<file path="src/rtl/lbc_pkg.sv">
package lbc_pkg;

  typedef enum logic {
    LBC_FILL  = 1'b0,
    LBC_FLUSH = 1'b1
  } lbc_state_e;

  // Stored count after a cycle in which a write may have been taken.
  function automatic int unsigned f_count_after(int unsigned cnt, bit take);
    return cnt + (take ? 1 : 0);
  endfunction

  // A run must close when the store has no free slot left.
  function automatic bit f_run_full(int unsigned cnt, int unsigned depth);
    return cnt == depth;
  endfunction

  // Index of the final byte of a run of the given length.
  function automatic int unsigned f_last_index(int unsigned cnt);
    return (cnt == 0) ? 0 : cnt - 1;
  endfunction

endpackage

</file>
<file path="src/rtl/lbc_store.sv">
module lbc_store #(
  parameter int DATA_W = 8,
  parameter int DEPTH  = 128,
  localparam int AW    = $clog2(DEPTH)
) (
  input  logic              clk,
  input  logic              wr_en,
  input  logic [AW-1:0]     wr_idx,
  input  logic [DATA_W-1:0] wr_data,
  input  logic [AW-1:0]     rd_idx,
  output logic [DATA_W-1:0] rd_data
);

  logic [DATA_W-1:0] mem [DEPTH];

  always_ff @(posedge clk) begin
    if (wr_en) mem[wr_idx] <= wr_data;
  end

  assign rd_data = mem[rd_idx];

endmodule

</file>
<file path="src/rtl/lbc_ctrl.sv">
module lbc_ctrl
  import lbc_pkg::*;
#(
  parameter int DEPTH = 128,
  localparam int AW   = $clog2(DEPTH),
  localparam int CW   = $clog2(DEPTH + 1)
) (
  input  logic          clk,
  input  logic          rst_n,
  input  logic          wr_valid,
  input  logic          wr_eol,
  input  logic          cmd_req,
  input  logic          rd_pop,
  output logic          wr_ready,
  output logic          cmd_grant,
  output logic          flush_req,
  output logic [CW-1:0] flush_count,
  output logic          rd_last,
  output logic          wr_take,
  output logic [AW-1:0] wr_idx,
  output logic [AW-1:0] rd_idx,
  output logic          flush_start,
  output logic          drain_done
);

  localparam logic [CW-1:0] DEPTH_C = CW'(DEPTH);

  lbc_state_e    state_q;
  logic [CW-1:0] cnt_q;
  logic [AW-1:0] rd_q;
  logic [CW-1:0] cnt_after;
  logic          close_eol, close_full, close_cmd;
  logic          drain_step;
  logic          filling;

  assign filling   = (state_q == LBC_FILL);
  assign wr_ready  = filling && !cmd_req;
  assign wr_take   = wr_valid && wr_ready;
  assign wr_idx    = cnt_q[AW-1:0];
  assign cnt_after = CW'(f_count_after(int'(cnt_q), wr_take));

  assign close_eol   = wr_take && wr_eol;
  assign close_full  = wr_take && f_run_full(int'(cnt_after), DEPTH);
  assign close_cmd   = filling && cmd_req && (cnt_q != '0);
  assign flush_start = close_eol || close_full || close_cmd;

  assign cmd_grant   = filling && cmd_req && (cnt_q == '0);

  assign flush_req   = (state_q == LBC_FLUSH);
  assign flush_count = cnt_q;
  assign rd_idx      = rd_q;
  assign rd_last     = flush_req && (CW'(rd_q) == CW'(f_last_index(int'(cnt_q))));
  assign drain_step  = flush_req && rd_pop;
  assign drain_done  = drain_step && rd_last;

  always_ff @(posedge clk) begin
    if (!rst_n) begin
      state_q <= LBC_FILL;
      cnt_q   <= '0;
      rd_q    <= '0;
    end else begin
      unique case (state_q)
        LBC_FILL: begin
          cnt_q <= cnt_after;
          rd_q  <= '0;
          if (flush_start) state_q <= LBC_FLUSH;
        end
        LBC_FLUSH: begin
          if (drain_done) begin
            state_q <= LBC_FILL;
            cnt_q   <= '0;
            rd_q    <= '0;
          end else if (drain_step) begin
            rd_q <= rd_q + AW'(1);
          end
        end
        default: state_q <= LBC_FILL;
      endcase
    end
  end

  // an end-of-line write opens a flush whose count includes that byte
  p_eol_flush_r3: assert property (@(posedge clk) disable iff (!rst_n)
    (wr_take && wr_eol) |=> (flush_req && flush_count == $past(cnt_q) + CW'(1)));

  // the write that fills the store opens a full-size flush
  p_full_flush_r4: assert property (@(posedge clk) disable iff (!rst_n)
    (wr_take && cnt_q == DEPTH_C - CW'(1)) |=> (flush_req && flush_count == DEPTH_C));

  // no grant while a flush is still in progress
  p_no_grant_in_flush_r5: assert property (@(posedge clk) disable iff (!rst_n)
    flush_req |-> !cmd_grant);

  // the writer is stalled during a drain
  p_stall_r8: assert property (@(posedge clk) disable iff (!rst_n)
    flush_req |-> !wr_ready);

  // popping the final byte ends the flush in the next cycle
  p_drain_end_r9: assert property (@(posedge clk) disable iff (!rst_n)
    (flush_req && rd_pop && rd_last) |=> !flush_req);

  // count lies in range during a flush
  p_count_range_r10: assert property (@(posedge clk) disable iff (!rst_n)
    flush_req |-> (flush_count != '0 && flush_count <= DEPTH_C));

  // count holds steady for the whole flush
  p_count_stable_r10: assert property (@(posedge clk) disable iff (!rst_n)
    (flush_req && $past(flush_req)) |-> $stable(flush_count));

  // no write is taken while a command is requested
  p_no_take_cmd_r11: assert property (@(posedge clk) disable iff (!rst_n)
    cmd_req |-> !wr_take);

endmodule

</file>
<file path="src/rtl/linebuf_coalescer.sv">
module linebuf_coalescer #(
  parameter int DATA_W = 8,
  parameter int DEPTH  = 128,
  localparam int AW    = $clog2(DEPTH),
  localparam int CW    = $clog2(DEPTH + 1)
) (
  input  logic              clk,
  input  logic              rst_n,
  input  logic              wr_valid,
  input  logic [DATA_W-1:0] wr_data,
  input  logic              wr_eol,
  output logic              wr_ready,
  input  logic              cmd_req,
  output logic              cmd_grant,
  output logic              flush_req,
  output logic [CW-1:0]     flush_count,
  input  logic              rd_pop,
  output logic [DATA_W-1:0] rd_data,
  output logic              rd_last
);

  // Internal events brought out for checking.
  logic          ev_wr_take;
  logic          ev_flush_start;
  logic          ev_drain_done;
  logic [AW-1:0] st_wr_idx;
  logic [AW-1:0] st_rd_idx;

  lbc_ctrl #(.DEPTH(DEPTH)) u_ctrl (
    .clk         (clk),
    .rst_n       (rst_n),
    .wr_valid    (wr_valid),
    .wr_eol      (wr_eol),
    .cmd_req     (cmd_req),
    .rd_pop      (rd_pop),
    .wr_ready    (wr_ready),
    .cmd_grant   (cmd_grant),
    .flush_req   (flush_req),
    .flush_count (flush_count),
    .rd_last     (rd_last),
    .wr_take     (ev_wr_take),
    .wr_idx      (st_wr_idx),
    .rd_idx      (st_rd_idx),
    .flush_start (ev_flush_start),
    .drain_done  (ev_drain_done)
  );

  lbc_store #(.DATA_W(DATA_W), .DEPTH(DEPTH)) u_store (
    .clk     (clk),
    .wr_en   (ev_wr_take),
    .wr_idx  (st_wr_idx),
    .wr_data (wr_data),
    .rd_idx  (st_rd_idx),
    .rd_data (rd_data)
  );

  // a flush only begins from idle and only ends from a flush
  p_start_from_idle_r1: assert property (@(posedge clk) disable iff (!rst_n)
    ev_flush_start |-> !flush_req);

  p_done_in_flush_r9: assert property (@(posedge clk) disable iff (!rst_n)
    ev_drain_done |-> flush_req);

  // an end-of-line mark without a write never starts a flush by itself
  p_bare_eol_r7: assert property (@(posedge clk) disable iff (!rst_n)
    (wr_eol && !wr_valid && !cmd_req && !flush_req) |-> !ev_flush_start);

endmodule

</file>
<file path="config.mk">
export PLATFORM = sky130hd
export DESIGN_NAME = linebuf_coalescer
export DESIGN_NICKNAME = d
export VERILOG_FILES = /design/src/rtl/lbc_pkg.sv /design/src/rtl/lbc_store.sv /design/src/rtl/lbc_ctrl.sv /design/src/rtl/linebuf_coalescer.sv
export SDC_FILE = /design/constraint.sdc
export NUM_CORES = 1
export LEC_CHECK = 0
export BUFFER_PORTS_ARGS = -buffer_cell sky130_fd_sc_hd__buf_2
export CORE_UTILIZATION = 38
export CTS_BUF_LIST = sky130_fd_sc_hd__clkbuf_16
export DETAILED_ROUTE_END_ITERATION = 8
export HOLD_SLACK_MARGIN = 0.15
export PLACE_DENSITY = 0.53
export SYNTH_ARGS = -nofsm -noshare
export SYNTH_HDL_FRONTEND = slang
export SYNTH_HIERARCHICAL = 1
export SYNTH_SLANG_ARGS = --single-unit
</file>
<file path="constraint.sdc">
create_clock -name clk -period 4.3 [get_ports clk]
set_clock_uncertainty 0.1 [all_clocks]
set_input_delay 0.645 -clock clk [delete_from_list [all_inputs] [get_ports clk]]
set_output_delay 0.645 -clock clk [all_outputs]
set_load 0.005 [all_outputs]
</file>
Word level (Yosys, flattened, before mapping)
Memories as Yosys holds them, arrays and structs flattened. A register that Yosys moved wholly into a read port is not among the register bits.
Cells that the tools add are included.
{"block": "totals", "ff_bits": 16, "mem_bits_rw": 1024, "in_bits": 14, "n_memories": 1}
{"block": "classes", "add_sub_neg": 3, "eq_ne": 4, "mux": 14, "n_bitwise": 1, "reduce_logical": 15}
{"memory": "u_store.mem", "depth": 128, "width": 8, "read_ports": 1, "rd_clocked_by_memory_dff": 1, "wr": 1, "line": "lbc_store.sv:14", "source": "logic [DATA_W-1:0] mem [DEPTH];"}
{"op": "two-way mux 7 bit", "n": 4}
{"op": "two-way mux 8 bit", "n": 2}
{"op": "case mux 8 bit (2 select lines)", "n": 1}
{"op": "case mux 7 bit (2 select lines)", "n": 1}
{"op": "logical AND 1 bit", "n": 10}
{"op": "adder 8 bit", "n": 1}
{"op": "== test 7 x 8 -> 1 bit", "n": 1}
{"op": "== test 8 bit (second input constant)", "n": 1}
{"op": "zero test 8 bit", "n": 1}
{"op": "nonzero test 8 bit", "n": 1}
{"op": "subtractor 8 x 1 -> 8 bit (second input constant)", "n": 1}
{"op": "adder 7 x 1 -> 7 bit (second input constant)", "n": 1}
{"op": "two-way mux 1 bit", "n": 5}
{"op": "inequality test 3 bit (second input constant)", "n": 1}
{"op": "logical OR 1 bit", "n": 2}
{"op": "inequality test 2 bit (second input constant)", "n": 1}
{"op": "case mux 1 bit (2 select lines)", "n": 1}
{"op": "zero test 1 bit", "n": 1}
{"op": "NOT 1 bit", "n": 1}

Depth between registers and ports, before layout
{"block": "logic_depth", "depth_word": 11, "ltp_mapped": 12, "ltp_nobuf": 11}

Modules after synthesis
The synthesis kept the hierarchy.
{"module": "lbc_store", "n_inst": 1, "cells_per_inst": 1627, "area_each_um2": 39505.4, "seq_area_each_um2": 30749.5}
{"module": "lbc_ctrl", "n_inst": 1, "cells_per_inst": 167, "area_each_um2": 1332.5, "seq_area_each_um2": 320.3}

Worst setup path before layout
No wires, ideal clock.
{"block": "synth_path", "kind": "register to output", "from": "register, netlist name u_ctrl/rd_idx[0]", "to": "output port rd_data[0]", "arrival_time_ns": 2.850, "slack_ns": 0.705, "path_stages_with_launch": 7, "n_path_buf": 2, "path_cell_list": "dfxtp_1 clkbuf_1 buf_1 mux4_2 mux4_2 mux4_2 mux2_2"}
{"element": "to (decl)", "line": "linebuf_coalescer.sv:18", "source": "output logic [DATA_W-1:0] rd_data,"}

==> impl_results.md <==
- Worst setup path start: u_ctrl/rd_idx[0]
- Maximum fanout count along the critical path: 8
- Arrival time of data at the critical path endpoint: 3680 ps
- Detailed-route wire length on metal 1: 44,000 µm
- Cell count after synthesis: 1,792
- Layout cells sized above 1: 35.4%
- Routability Congestion: 0.801
- Clk_lat worst skew: between 600 and 700 ps
- Number of antenna-violating nets in the routed design: 0
- RSZ-0062 raised after global routing: true
- Tightest slew margin relative to the limit: between 10% and 20%
- Total detailed-routing wirelength: 101,000 µm
- Clock Sink Count: 1,040
- Clock tree from TritonCTS: yes
- Final Max Tran Viols: 0
- Area of the core region: 106,000 µm²
- Power per unit of standard cell area: around 450 nW/µm²
- Count of pins on the block boundary: 34
- Time the final worst path needs with I/O delays and setup: 4420 ps
- Number of buffers added to fix hold violations after cts: 0
- Met2 wire len: 47,200 µm
- Max-cap check violation count: 0
- Status: complete, but fails checks
- Area growth from synthesis to layout: 17.9%
- Die height: between 300 and 400 µm
- Met3 routed wirelength: roughly 7300 µm
- VDD IR-drop max: 0.000310 V
- Overall routing resource usage: about a fifth
- Uppermost metal layer occupied by signal nets: met5
- Post-Layout Cell Count: 3,497
- Worst Min Path Start: rd_pop
- Total Power: 21.8 mW
- CTS max path bufs: 3
- Width of the die: 330 µm
- Number of antenna violations at the first check in global routing: 6
- Number of global-route vias before repair: 19,900
- Starting DRC count in detailed routing: between 1,500 and 2,000
- Full die area: 109,000 µm²
- Grt total ovfl: 0
- Number of placed instances with taps included: 3,275
- Number of nets in the synthesized netlist: 1,810
- Nets@finish: around 2,000
- Vias post-DR: 19,400
- Period utilisation layout: 103%
- Number of antenna diodes: 0
- Port buffer count: 33
- Wire length of the first global-routing pass: 145,000 µm
- Site row count: roughly 120
- Leakage power total: ~15 nW
- Hold Path Class: in2reg
- Number of synthesis warnings: 6
- First-pass iteration count of the detailed router: 8
- RR Startpoint: u_ctrl/flush_req
- Largest net degree at the start of global routing: 107
- Clock transition time at the flip-flop clock pins of the worst setup and hold paths: 60 ps
- # H-tree levels: 3
- Post-Syn Area: 40,800 µm²
- Type of the worst setup path: reg2out
- Remaining design rule violation count: 0
- Final HPWL from detailed placement: 62,300 µm
- Total count of hold-check failures in the final report: 0
- CP Capture Type: output pin
- Clock buffers created by TritonCTS: about 110
- Clock tree root buffer cell: clkbuf_16
- Startpoint type of the worst setup path: flop
- Number of vias per cell: about 5.6
- Routed length per placed instance: 28.8 µm
- Mean area per synthesized cell: 22.8 µm²
- Setup WS post-layout: -122 ps
- Transition time of the tightest slew-check pin: 1220 ps
- Starting density of the core: 38.6%
- Final setup violation count: 8
- Achievable clock frequency: 226 MHz
- CP required: 3560 ps
- Failing checks: setup timing
## flip-flops by register name, indices dropped and copies added, names as in the netlist
name and count:
u_ctrl/flush_count 8, u_ctrl/rd_idx 7, u_ctrl/flush_req 1, u_store/mem 1024
## path summary, 6_finish.rpt
path	end	slack (ps)	cells past startpoint
max	rd_data[1]	-120	8
min	u_ctrl/rd_idx[1]	200	2
min reg2reg	u_ctrl/flush_count[7]	570	2
max reg2reg	u_store/mem[108][3]	950	8
## stage by stage
step	setup WS, ps	utilization (%)	instance area (µm²)	hold slack, ps	setup TNS (ps)
global placement	292	41.4	43800	532	0
floorplan	705	-	40800	424	0
global route	-197	45.5	48100	188	-1340
detailed placement	268	41.4	43800	545	0
finish	-122	45.5	48100	197	-763
CTS	-166	45.4	48100	150	-1150
## timing repair
item | in CTS | in global routing
setup endpoints to repair | 8 | 9
gates resized for setup | 36 | 7
buffers inserted | 18 | 1
cloned | 6 | 0
pin swaps | 0 | 0
## layout by cell type, fill, tap and decap left out, types with 3 or more instances in the layout
master and count:
buf_12 28, nand3b_1 3, bufinv_16 21, nor2_1 131, mux2_4 7, clkinv_1 20
nor3_1 23, edfxtp_1 1024, clkinv_2 18, dfxtp_1 11, o21ai_0 6, o31ai_1 3
nand4_1 5, clkbuf_16 109, buf_4 147, a31oi_1 3, ha_1 4, inv_1 22
nor2b_1 9, mux4_2 336, nand2_1 23, buf_6 14, xnor2_1 10, buf_2 18
clkinvlp_4 6, nand2b_1 6, dfxtp_4 4, nand3_1 25, clkinv_4 4, xor2_1 8
buf_16 12, a21oi_1 4
## cell type report
type                    count  area, µm²
repair buffers            222       2300
fillers                  8697      57700
multi-input cells         639       9250
inverters                   7       26.3
flip-flops and latches   1040      31100
well taps                1391       1740
clock inverters            89       1000
clock buffers             109       2730
## power breakdown
group          internal (mW)  leakage [nW]  switching (mW)
clock                   5.86          1.87            3.87
combinational          0.381          3.47           0.519
sequential              11.1          9.34          0.0160
## worst max-delay path, cell delays in order (launching register included)
cell	delay, ps
dfxtp_4	410
buf_12	160
buf_16	150
buf_12	150
mux4_2	510
mux4_2	590
mux4_2	560
mux2_4	330
buf_6	120
## layer usage
layer  global-route usage [%]  up-vias
met1                     27.0    10500
met5                        0        -
met4                     5.31        2
li1                         -     8059
met3                     4.33      135
met2                     29.1      690
Note: power is estimated with default switching activity, not from simulation.
